$ cat config.mk
export PLATFORM = sky130hd
export DESIGN_NAME = tgb_multi
export DESIGN_NICKNAME = d
export VERILOG_FILES = /design/src/rtl/tgb_pkg.sv /design/src/rtl/tgb_store.sv /design/src/rtl/tgb_chan.sv /design/src/rtl/tgb_multi.sv
export SDC_FILE = /design/constraint.sdc
export NUM_CORES = 1
export LEC_CHECK = 0
export BUFFER_PORTS_ARGS = -buffer_cell sky130_fd_sc_hd__buf_2
export CAP_MARGIN = 20
export CORE_AREA = 2 2 218 220
export CTS_CLUSTER_SIZE = 28
export DETAILED_ROUTE_END_ITERATION = 16
export DIE_AREA = 0 0 220 222
export HOLD_SLACK_MARGIN = 0.03
export PLACE_DENSITY = 0.69
export SLEW_MARGIN = 20
export SYNTH_ARGS = -nofsm -noshare
export SYNTH_HDL_FRONTEND = slang
export SYNTH_SLANG_ARGS = --single-unit
$ cat constraint.sdc
create_clock -name clk -period 9.2 [get_ports clk]
set_input_delay 1.84 -clock clk [delete_from_list [all_inputs] [get_ports clk]]
set_output_delay 1.84 -clock clk [all_outputs]
set_load 0.05 [all_outputs]
$ cat src/rtl/tgb_pkg.sv
package tgb_pkg;
   localparam int ST_OVF = 0;
   localparam int ST_UDF = 1;
   localparam int ST_DRN = 2;
   localparam int ST_W   = 3;

   typedef enum logic {
      ARM_WAIT = 1'b0,
      DRAINING = 1'b1
   } drain_st_t;
endpackage

$ cat src/rtl/tgb_store.sv
module tgb_store #(
   parameter int DATA_W = 32,
   parameter int DEPTH  = 8,
   localparam int PTR_W = $clog2(DEPTH)
) (
   input  logic              clk,
   input  logic              we,
   input  logic [PTR_W-1:0]  waddr,
   input  logic [DATA_W-1:0] wdata,
   input  logic [PTR_W-1:0]  raddr,
   output logic [DATA_W-1:0] rdata
);
   logic [DATA_W-1:0] mem [DEPTH];

   always_ff @(posedge clk) begin
      if (we) mem[waddr] <= wdata;
   end

   assign rdata = mem[raddr];
endmodule

$ cat src/rtl/tgb_chan.sv
module tgb_chan
   import tgb_pkg::*;
#(
   parameter int DATA_W = 32,
   parameter int DEPTH  = 8,
   localparam int CNT_W = $clog2(DEPTH + 1),
   localparam int PTR_W = $clog2(DEPTH)
) (
   input  logic              clk,
   input  logic              rst,
   input  logic [CNT_W-1:0]  thr,
   input  logic              wr_valid,
   input  logic [DATA_W-1:0] wr_data,
   output logic              wr_ready,
   input  logic              rd_req,
   output logic [DATA_W-1:0] rd_data,
   output logic [ST_W-1:0]   status
);
   localparam logic [CNT_W-1:0] THR_MAX = CNT_W'(DEPTH - 2);
   localparam logic [CNT_W-1:0] FULL_V  = CNT_W'(DEPTH);

   logic [CNT_W-1:0]  fill_q, thr_q, thr_clip;
   logic [PTR_W-1:0]  wptr_q, rptr_q;
   drain_st_t         st_q;
   logic              ovf_q, udf_q;
   logic [DATA_W-1:0] rdat_q, mem_rd;
   logic              full, push, pop;

   assign full     = (fill_q == FULL_V);
   assign push     = wr_valid && !full;
   assign pop      = rd_req && (st_q == DRAINING) && (fill_q != '0);
   assign thr_clip = (thr > THR_MAX) ? THR_MAX : thr;

   tgb_store #(.DATA_W(DATA_W), .DEPTH(DEPTH)) i_store (
      .clk   (clk),
      .we    (push),
      .waddr (wptr_q),
      .wdata (wr_data),
      .raddr (rptr_q),
      .rdata (mem_rd)
   );

   always_ff @(posedge clk) begin
      if (rst) begin
         fill_q <= '0;
         thr_q  <= '0;
         wptr_q <= '0;
         rptr_q <= '0;
         st_q   <= ARM_WAIT;
         ovf_q  <= 1'b0;
         udf_q  <= 1'b0;
         rdat_q <= '0;
      end else begin
         if (push) wptr_q <= wptr_q + PTR_W'(1);
         if (pop)  rptr_q <= rptr_q + PTR_W'(1);
         case ({push, pop})
            2'b10:   fill_q <= fill_q + CNT_W'(1);
            2'b01:   fill_q <= fill_q - CNT_W'(1);
            default: fill_q <= fill_q;
         endcase
         if (wr_valid && full) ovf_q <= 1'b1;
         if (rd_req && !pop)   udf_q <= 1'b1;
         rdat_q <= pop ? mem_rd : '0;
         if (st_q == ARM_WAIT) begin
            thr_q <= thr_clip;
            if (fill_q >= thr_q && fill_q != '0) st_q <= DRAINING;
         end else if (pop && !push && fill_q == CNT_W'(1)) begin
            st_q <= ARM_WAIT;
         end
      end
   end

   assign wr_ready        = (fill_q <= thr_q);
   assign rd_data         = rdat_q;
   assign status[ST_OVF]  = ovf_q;
   assign status[ST_UDF]  = udf_q;
   assign status[ST_DRN]  = (st_q == DRAINING);

   // draining only begins from a fill that met the sampled threshold
   p_drain_entry_r4: assert property (@(posedge clk) disable iff (rst)
      $rose(status[ST_DRN]) |-> ($past(fill_q) >= $past(thr_q)) && ($past(fill_q) != '0));
   // fill never exceeds the store size, and overflow stays latched
   p_fill_bound_r3: assert property (@(posedge clk) disable iff (rst)
      fill_q <= FULL_V);
   p_ovf_sticky_r3: assert property (@(posedge clk) disable iff (rst)
      ovf_q |=> ovf_q);
   // underflow stays latched, and a refused request yields zero data
   p_udf_sticky_r6: assert property (@(posedge clk) disable iff (rst)
      udf_q |=> udf_q);
   p_udf_zero_r6: assert property (@(posedge clk) disable iff (rst)
      (rd_req && st_q == ARM_WAIT) |=> (rd_data == '0));
   // sampled threshold frozen while draining
   p_thr_frozen_r9: assert property (@(posedge clk) disable iff (rst)
      (st_q == DRAINING) |=> $stable(thr_q));
   // an empty channel is never in the draining state
   p_empty_waits_r5: assert property (@(posedge clk) disable iff (rst)
      (fill_q == '0) |-> (st_q == ARM_WAIT));
endmodule

$ cat src/rtl/tgb_multi.sv
module tgb_multi
   import tgb_pkg::*;
#(
   parameter int NUM_CH = 2,
   parameter int DATA_W = 32,
   parameter int DEPTH  = 8,
   localparam int CNT_W = $clog2(DEPTH + 1)
) (
   input  logic                     clk,
   input  logic                     rst,
   input  logic [CNT_W-1:0]         thr,
   input  logic [NUM_CH-1:0]        wr_valid,
   input  logic [NUM_CH*DATA_W-1:0] wr_data,
   output logic [NUM_CH-1:0]        wr_ready,
   input  logic [NUM_CH-1:0]        rd_req,
   output logic [NUM_CH*DATA_W-1:0] rd_data,
   output logic [NUM_CH*ST_W-1:0]   status
);
   if (NUM_CH < 1 || NUM_CH > 24) begin : g_bad_nch
      $error("tgb_multi: NUM_CH must lie in 1..24");
   end
   if (DEPTH < 4 || (DEPTH & (DEPTH - 1)) != 0) begin : g_bad_depth
      $error("tgb_multi: DEPTH must be a power of two, at least 4");
   end
   if (DATA_W < 1) begin : g_bad_dw
      $error("tgb_multi: DATA_W must be positive");
   end

   for (genvar c = 0; c < NUM_CH; c++) begin : g_ch
      tgb_chan #(.DATA_W(DATA_W), .DEPTH(DEPTH)) i_chan (
         .clk      (clk),
         .rst      (rst),
         .thr      (thr),
         .wr_valid (wr_valid[c]),
         .wr_data  (wr_data[c*DATA_W +: DATA_W]),
         .wr_ready (wr_ready[c]),
         .rd_req   (rd_req[c]),
         .rd_data  (rd_data[c*DATA_W +: DATA_W]),
         .status   (status[c*ST_W +: ST_W])
      );
   end
endmodule

==> impl_metrics.tcl, run 1 <==
set metrics [dict create \
    outcome "complete, no violations" \
    seqPwrFrac 0.533 \
    synth_cell_type_count 41 \
    fin_skew_ns 0.0178 \
    viasPerCell 5.53 \
    nets 1582 \
    period_share 0.439 \
    cts_root_buf "clkbuf_16" \
    dr.pass1.iters 4 \
    fin_crit_ns 4.04 \
    synth_area_per_cell_sq_um 17.3 \
    peakVddDrop_mv 0.173 \
    grt.overflow.total 0 \
    hold_class "flop to flop" \
    crit_chain "ha_1 > nor2b_1 > o211a_1 > o21ai_0 > buf_2" \
    intPower_mw 4.55 \
    setup_slack_ns 5.16 \
    totalPowerFinal_mw 5.82 \
    cts_setup_buffers 0 \
    cts_sinks 610 \
    swShare 0.217 \
    crit_type "flop to primary output" \
    antenna_found_initial 10 \
    coreArea_sq_mm 0.0463 \
    grt_use_total 0.180 \
    die_y_microns 222 \
    worstSetupEndpointType "primary output" \
    clk_latency_ns 0.61 \
    max_freq_mhz 248 \
    critPathRequiredTime_ns 7.36 \
    tightest_slew_ns 1.07 \
    die_x_microns 220 \
    yosysWarnings 0 \
    hold_buffers 0 \
    synthArstFlopShare 0 \
    drc 0 \
    rsz0062_at_grt "no" \
    postRouteWirelength_mm 44.6 \
    drive_above_1_share 0.188 \
    ioPinCount 146 \
    synth-edff-count 512 \
    cts_tree "done" \
    critical_path.slowest_cell "dfxtp_1" \
    start_kind "flop" \
    slew_violations 0 \
    setup_tns_ns 0 \
    path_clk_slew_ns 0.06 \
    synthCells 1336 \
    synth_area_leaders "edfxtp_1 67%, mux2i_1 11%, dfxtp_1 8.5%" \
    avgRoutedWirePerCell_microns 20.7 \
    grt_pass1_vias 12000 \
    whs_ns 0.452 \
    grt_pass1_wl_mm 67.5 \
    synth_area_leader_cell "edfxtp_1" \
    final_util 0.572 \
    portBuffers 145 \
    final_antenna_net_count 0 \
    cp_max_fo 5 \
    ys.flop_type "edfxtp_1" \
    hold_viol 0 \
    cts_buffers 58 \
    syn_to_final_growth_pct 14.6 \
    setup_viol_count_final 0 \
    dieArea_sq_mm 0.0488 \
    post-place-ws_ns 5.36 \
    ys_ff_latch 610 \
    power.density_mw_per_mm2 220 \
    synth_most_common_cell "edfxtp_1" \
    clkPwrFrac 0.407 \
    vias 11900 \
    maxCapViolCount 0 \
    cts-resized-gates 0 \
    place.gp.congestion 0.749 \
    clk_path_buf_depth 3 \
    num_rows 79 \
    p_leak_nw 8.93 \
    ys_seq_area_frac 0.751 \
    p_comb_frac 0.060 \
    synth_top_area_share 0.666 \
    worst_path_largest_cell_delay_ns 0.41 \
    drt_iter0_markers 743 \
    start_util 0.499 \
    switching_power_mw 1.27 \
    ctsHtreeMaxLevel 2 \
    grt_max_degree 63 \
    syn_nets 1430 \
    syn_area_sq_mm 0.0231 \
    hpwl_mm 25.6 \
    cp_data_arrival_time_ns 2.20 \
    synth_common_cells "512 x edfxtp_1, 260 x mux2i_1, 128 x a22oi_1, 98 x dfxtp_1, 64 x and3_1" \
    max_slew_margin 0.289 \
]
==> power groups by stage <==
stage	clock network (mW)	logic, mW	registers [mW]
6_report	2.37	0.347	3.10
5_1_grt	2.53	0.379	3.11
4_1_cts	2.42	0.348	3.10
3_5_place_dp	0	0.346	3.16
3_3_place_gp	0	0.335	3.16
2_1_floorplan	0	0.214	3.18
==> stage by stage <==
| step | instances | cell area (sq um) |
|---|---|---|
| detailed placement | 2029 | 24400 |
| global placement | 2028 | 24300 |
| finish | 2152 | 26400 |
| global route | 2150 | 26400 |
| floorplan | 1336 | 23100 |
| CTS | 2139 | 26300 |
==> area by class of cell <==
| class | count | area, sq um |
|---|---|---|
| fillers | 3517 | 19800 |
| flip-flops and latches | 610 | 17300 |
| multi-input cells | 628 | 5290 |
| clock buffers | 84 | 1640 |
| repair buffers | 172 | 1050 |
| well taps | 607 | 759 |
| clock inverters | 26 | 274 |
| inverters | 18 | 67.6 |
| diodes | 7 | 17.5 |
==> routing by layer <==
metal | track usage | up-vias | share of wire
li1 | - | 5552 | -
met1 | 0.234 | 6021 | 0.43
met2 | 0.304 | 243 | 0.50
met3 | 0.0339 | 71 | 0.049
met4 | 0.0595 | 10 | 0.021
met5 | 0 | - | 0.0016
==> registers in the layout, indices dropped and copies added (netlist names) <==
name,cells
g_ch.i_chan.fill_q,8
g_ch.i_chan.st_q,2
g_ch.i_chan.wptr_q,6
g_ch.i_chan.i_store.mem,512
g_ch.i_chan.ovf_q,2
g_ch.i_chan.udf_q,2
g_ch.i_chan.rptr_q,6
g_ch.i_chan.thr_q,8
g_ch.i_chan.rd_data,64
==> cell families (layout without fill, tap and decap cells) <==
| kind of cell | after synthesis | count (layout) | synth area share |
|---|---|---|---|
| flops | 610 | 610 | 0.751 |
| mux | 264 | 264 | 0.115 |
| compound gates | 176 | 176 | 0.0547 |
| simple gates | 164 | 164 | 0.0413 |
| buf+inv | 98 | 300 | 0.0255 |
| fa+ha+maj | 20 | 20 | 0.0108 |
| xor+xnor | 4 | 4 | 0.00152 |
| other cells | 0 | 7 | 0 |
==> cells in the final DEF (no fill, tap or decap), types with 14 or more instances in the layout <==
master | synthesis | final
a21oi_1 | 18 | 18
a22oi_1 | 128 | 128
and3_1 | 64 | 64
buf_2 | 25 | 145
buf_4 | 20 | 20
clkbuf_1 | 18 | 18
clkbuf_16 | 0 | 59
dfxtp_1 | 98 | 96
edfxtp_1 | 512 | 512
ha_1 | 20 | 20
inv_1 | 18 | 18
mux2i_1 | 260 | 260
nand2_1 | 14 | 14
o21ai_0 | 14 | 14
==> worst paths after layout <==
kind | from | endpoint | slack (ns) | depth (start not counted)
worst max-delay path | g_ch[0].i_chan.fill_q[1] | wr_ready[0] | 5.16 | 5
worst min-delay path | g_ch[1].i_chan.udf_q | g_ch[1].i_chan.udf_q | 0.45 | 2
worst max register to register | g_ch[1].i_chan.rptr_q[1] | g_ch[1].i_chan.rd_data[20] | 6.12 | 5
worst min register to register | g_ch[1].i_chan.udf_q | g_ch[1].i_chan.udf_q | 0.45 | 2
==> worst max-delay path: cells and delay by family (launching register included) <==
kind	cells	cell delay, ns
and+or+nand+nor	1	0.14
adders and majority gates	1	0.28
AOI/OAI and AO/OA	2	0.47
buffers and inverters	1	0.32
DFF	1	0.41
No activity file was read; power rests on OpenSTA's default activity.
==> inputs of run 2 (changes only) <==
Settings changed: PLACE_DENSITY 0.69 to 0.72.
Clock period 9.2 ns to 3.3 ns, I/O delays scaled along.
==> impl_metrics.tcl, run 2 (synthesized netlist as in run 1, its figures left out) <==
set metrics [dict create \
    outcome "complete, no violations" \
    post-place-ws_ns 0.711 \
    path_clk_slew_ns 0.06 \
    clk_latency_ns 0.61 \
    totalPowerFinal_mw 16.3 \
    cts_sinks 610 \
    fin_crit_ns 2.73 \
    ctsHtreeMaxLevel 2 \
    nets 1586 \
    crit_end "wr_ready[0]" \
    cp_max_fo 5 \
    swShare 0.213 \
    rsz0062_at_grt "no" \
    setup_viol_count_final 0 \
    grt_pass1_vias 12100 \
    period_share 0.826 \
    cts-resized-gates 0 \
    num_rows 79 \
    die_x_microns 220 \
    max_freq_mhz 367 \
    timing.rr.end "g_ch[0].i_chan.fill_q[3]" \
    hpwl_mm 24.3 \
    drt_iter0_markers 862 \
    die_y_microns 222 \
    cts_buffers 57 \
    tightest_slew_ns 0.643 \
    slew_violations 0 \
    r2r_slack_ns 0.67 \
    fin_skew_ns 0.0166 \
    antenna_found_initial 11 \
    max_slew_margin 0.571 \
    grt_use_total 0.184 \
    final_antenna_net_count 0 \
    intPower_mw 12.8 \
    final_util 0.572 \
    vias 12000 \
    start_util 0.499 \
    critPathRequiredTime_ns 2.64 \
    postRouteWirelength_mm 44.9 \
    peakVddDrop_mv 0.481 \
    setup_slack_ns 0.574 \
    cts_root_buf "clkbuf_16" \
    place.gp.congestion 0.752 \
    grt.overflow.total 0 \
    worstSetupEndpointType "primary output" \
    crit_type "flop to primary output" \
    cp_data_arrival_time_ns 2.07 \
    switching_power_mw 3.47 \
    rr_worst_depth 8 \
    viasPerCell 5.57 \
    dr.pass1.iters 5 \
    drive_above_1_share 0.194 \
    largest_reg_flops 512 \
    start_kind "flop" \
    clk_path_buf_depth 3 \
    hold_viol 0 \
    dieArea_sq_mm 0.0488 \
    ioPinCount 146 \
    final_common_cell "edfxtp_1" \
    portBuffers 145 \
    hold_buffers 0 \
    drc 0 \
    whs_ns 0.320 \
    power.density_mw_per_mm2 616 \
    syn_to_final_growth_pct 14.6 \
    top_register "g_ch.i_chan.i_store.mem" \
    hold_class "primary input to flop" \
    cts_tree "done" \
    clkPwrFrac 0.411 \
    maxCapViolCount 0 \
    coreArea_sq_mm 0.0463 \
    grt_max_degree 61 \
    p_comb_frac 0.059 \
    seqPwrFrac 0.530 \
    avgRoutedWirePerCell_microns 20.9 \
    final_cell_mix "512 x edfxtp_1, 260 x mux2i_1, 145 x buf_2" \
    p_leak_nw 8.93 \
    cts_setup_buffers 0 \
    setup_tns_ns 0 \
    grt_pass1_wl_mm 68.4 \
    r2r_start "g_ch[0].i_chan.fill_q[0]" \
    startpoint "g_ch[0].i_chan.fill_q[1]" \
]
run 2: cell types whose count changed in the layout (fill, tap and decap cells not counted), moves of 3 or more:
| cell | previous run | this run |
|---|---|---|
| buf_4 | 20 | 29 |
| clkbuf_1 | 18 | 14 |
| buf_16 | 5 | 0 |
| clkinv_1 | 8 | 5 |
| nor3_4 | 2 | 6 |
| nor3_2 | 4 | 0 |
run 2: worst max-delay path: stages (launching register included):
cell,delay (ns)
dfxtp_1,0.40
ha_1,0.27
nor2b_1,0.14
o211a_1,0.21
o21ai_0,0.15
buf_2,0.30
run 2: worst min path at each step:
stage	end	from	slack (ns)	depth (start not counted)
2_1_floorplan	g_ch[0].i_chan.udf_q	g_ch[0].i_chan.udf_q	0.43	2
3_3_place_gp	g_ch[1].i_chan.udf_q	g_ch[1].i_chan.udf_q	0.43	2
3_5_place_dp	g_ch[1].i_chan.udf_q	g_ch[1].i_chan.udf_q	0.44	2
4_1_cts	g_ch[0].i_chan.i_store.mem[3][24]	wr_data[24]	0.29	1
5_1_grt	g_ch[0].i_chan.i_store.mem[5][17]	wr_data[17]	0.31	1
6_report	g_ch[0].i_chan.i_store.mem[2][24]	wr_data[24]	0.32	1
run 2: layout make-up:
type,instances,area (sq um)
Clock inverter,26,308
Timing Repair Buffer,177,1000
Inverter,18,67.6
Tap cell,607,759
Clock buffer,81,1640
Multi-Input combinational cell,628,5310
Sequential cell,610,17300
Antenna cell,8,20.0
Fill cell,3475,19800
run 2: through the flow:
| stage | area (sq um) | instances |
|---|---|---|
| 2_1_floorplan | 23100 | 1336 |
| 3_3_place_gp | 24500 | 2040 |
| 3_5_place_dp | 24500 | 2040 |
| 4_1_cts | 26400 | 2147 |
| 5_1_grt | 26400 | 2152 |
| 6_report | 26500 | 2155 |
run 2: layer usage:
| metal | GRT usage | vias to the layer above | share of wire |
|---|---|---|---|
| met5 | 0 | - | 0.0015 |
| met4 | 0.0652 | 10 | 0.024 |
| met3 | 0.0348 | 76 | 0.052 |
| met2 | 0.312 | 302 | 0.51 |
| met1 | 0.236 | 6059 | 0.42 |
| li1 | - | 5553 | - |
run 2: power by group through the flow:
stage | clock, mW | combinational (mW) | sequential (mW)
after CTS | 6.79 | 0.976 | 8.64
after detailed placement | 0 | 0.969 | 8.81
after global placement | 0 | 0.944 | 8.80
final | 6.69 | 0.967 | 8.64
after floorplan | 0 | 0.598 | 8.85
after global routing | 7.09 | 1.06 | 8.66
==> inputs of run 3 (changes only) <==
Settings changed: ABC_AREA from default to 1, CORE_AREA 2 2 218 220 to 2 2 222 224, DIE_AREA 0 0 220 222 to 0 0 224 226, PLACE_DENSITY 0.72 to 0.71.
Clock period 3.3 ns to 2.25 ns, I/O delays scaled along.
==> impl_metrics.tcl, run 3 <==
set metrics [dict create \
    period_share 0.982 \
    crit_type "flop to primary output" \
    hp-start "wr_data[20]" \
    start_kind "flop" \
    cts_buffers 58 \
    r2r_start "g_ch[1].i_chan.fill_q[1]" \
    ys_seq_area_frac 0.729 \
    totalPowerFinal_mw 25.4 \
    multi_input_area_sq_mm 0.00573 \
    dieArea_sq_mm 0.0506 \
    synth_top_family_by_area "simple AND/OR/NAND/NOR gates" \
    largest_reg_flops 512 \
    peakVddDrop_mv 0.635 \
    cp_max_fo 4 \
    rr_worst_depth 9 \
    tightest_slew_ns 0.850 \
    hold_buffers 0 \
    ioPinCount 146 \
    design_area_sq_mm 0.0274 \
    worstSetupEndpointType "primary output" \
    outcome "complete, no violations" \
    nets 2268 \
    ys_ff_latch 610 \
    vias 15100 \
    critPathRequiredTime_ns 1.80 \
    power.density_mw_per_mm2 924 \
    hold_viol 0 \
    final_antenna_net_count 0 \
    top_register "g_ch.i_chan.i_store.mem" \
    synthSimpleGateAreaFrac 0.157 \
    max_freq_mhz 453 \
    grt.overflow.total 0 \
    synth_area_leader_cell "edfxtp_1" \
    placed_cells 2735 \
    grt_pass1_vias 15000 \
    maxCapViolCount 0 \
    cp_data_arrival_time_ns 1.76 \
    min_to "g_ch[0].i_chan.i_store.mem[7][20]" \
    viasPerCell 5.29 \
    postRouteWirelength_mm 50.6 \
    die_x_microns 224 \
    clk_path_buf_depth 3 \
    die_y_microns 226 \
    register_area_sq_mm 0.0174 \
    synth_common_cells "672 x nor2_1, 512 x edfxtp_1, 186 x o21ai_0, 179 x nand2_1, 98 x dfxtp_1" \
    timing.rr.end "g_ch[1].i_chan.fill_q[3]" \
    fin_skew_ns 0.0269 \
    p_leak_nw 9.94 \
    synthArstFlopShare 0 \
    ctsHtreeMaxLevel 2 \
    slew_violations 0 \
    synth_mux_area_frac 0 \
    hpwl_mm 28.3 \
    stdcell_count 2850 \
    hold_class "primary input to flop" \
    synth_top_area_share 0.647 \
    synth-edff-count 512 \
    syn_nets 2139 \
    portBuffers 145 \
    synth_most_common_cell "nor2_1" \
    synth_compound_area_frac 0.0632 \
    cts_root_buf "clkbuf_16" \
    drt_iter0_markers 1231 \
    start_util 0.492 \
    synthAdderAreaFrac 0.0105 \
    max_slew_margin 0.434 \
    ys.flop_type "edfxtp_1" \
    r2r_slack_ns 0.22 \
    yosysWarnings 0 \
    grt_max_degree 89 \
    syn_area_sq_mm 0.0238 \
    final_cell_mix "656 x nor2_1, 512 x edfxtp_1, 186 x o21ai_0" \
    avgRoutedWirePerCell_microns 17.7 \
    syn_to_final_growth_pct 15.4 \
    holdPathStages 1 \
    cts_sinks 610 \
    grt_use_total 0.198 \
    fin_crit_ns 2.21 \
    dr.pass1.iters 5 \
    setup_viol_count_final 0 \
    placed_area_sq_mm 0.0253 \
    synth_area_leaders "edfxtp_1 65%, nor2_1 11%, dfxtp_1 8.3%" \
    drive_above_1_share 0.148 \
    synthCells 2045 \
    path_clk_slew_ns 0.06 \
    synth_area_per_cell_sq_um 11.6 \
    clk_latency_ns 0.61 \
    num_rows 81 \
    whs_ns 0.114 \
    grt_pass1_wl_mm 78.5 \
    antenna_found_initial 7 \
    drc 0 \
    coreArea_sq_mm 0.0483 \
    nFillCells 3762 \
    synth_cell_type_count 25 \
    synth_xor_area_frac 0.00147 \
    cts_tree "done" \
    place.gp.congestion 0.778 \
    final_common_cell "nor2_1" \
]
-- run 3: cell count changes in the layout (fill, tap and decap cells not counted), moves of 15 or more --
cell     change
and3_1      -64
mux2i_1    -260
nand3_1     +64
nor2_1     +644
buf_4       -17
buf_12      +25
dfxtp_1     -15
inv_1       +21
o21ai_1     +86
nand2_1    +162
o21ai_0    +172
a22oi_1    -128
-- run 3: how the worst max path moves through the flow --
stage	startpoint	end	slack, ns	cells past startpoint
floorplan	g_ch[0].i_chan.fill_q[0]	g_ch[0].i_chan.i_store.mem[0][0]	-0.47	5
global placement	g_ch[1].i_chan.fill_q[0]	g_ch[1].i_chan.i_store.mem[5][21]	0.29	8
detailed placement	g_ch[1].i_chan.fill_q[0]	g_ch[1].i_chan.fill_q[3]	0.21	9
CTS	g_ch[1].i_chan.thr_q[1]	wr_ready[1]	-0.005	8
global route	g_ch[0].i_chan.fill_q[0]	wr_ready[0]	-0.03	9
finish	g_ch[1].i_chan.fill_q[0]	wr_ready[1]	0.04	5
-- run 3: layer usage --
metal / track usage / share of wire / vias to the layer above
li1: - / - / 7251
met1: 0.250 / 0.42 / 7281
met2: 0.342 / 0.50 / 448
met3: 0.0359 / 0.059 / 95
met4: 0.0703 / 0.026 / 8
met5: 0 / 0.00093 / -
-- run 3: timing repair --
| item | 4_1_cts | 5_1_grt |
|---|---|---|
| pin swaps | 0 | 2 |
| buffers inserted | 0 | 1 |
| endpoints found under the setup margin | 2 | 3 |
| resized for setup | 12 | 22 |
-- run 3: worst max-delay path, cell delays in order (launching register included) --
cell and delay [ns]:
dfxtp_4 0.37, inv_2 0.06, ha_1 0.28, nand4_1 0.17, nand2_4 0.14, buf_8 0.15
-- run 3: final cells by class --
class / count / share of cell area
Antenna cell: 4 / 0.000365
Clock buffer: 76 / 0.0572
Clock inverter: 34 / 0.0151
Inverter: 47 / 0.00643
Multi-Input combinational cell: 1272 / 0.209
Sequential cell: 610 / 0.633
Tap cell: 622 / 0.0284
Timing Repair Buffer: 185 / 0.0507
-- run 3: cell families (layout without fill, tap and decap cells) --
group	after synthesis	count (layout)
compound gates	300	300
simple gates	948	948
fa+ha+maj	20	20
buf+inv	163	342
other cells	0	4
flops	610	610
xor+xnor	4	4
-- run 3: stage by stage --
| stage | setup slack, ns | util | setup TNS (ns) |
|---|---|---|---|
| final | 0.0401 | 0.568 | 0 |
| after floorplan | -0.466 | - | -119.33 |
| after detailed placement | 0.210 | 0.524 | 0 |
| after global routing | -0.0310 | 0.568 | -0.0559 |
| after global placement | 0.291 | 0.524 | 0 |
| after CTS | -0.00514 | 0.565 | -0.00514 |
-- run 3: report_power, final --
group,switching (mW),total [mW],internal (mW),leakage [nW]
Sequential,0.140,12.7,12.6,5.45
Combinational,1.80,2.59,0.793,3.52
Clock,4.09,10.0,5.95,0.970
Total,6.03,25.4,19.3,9.94
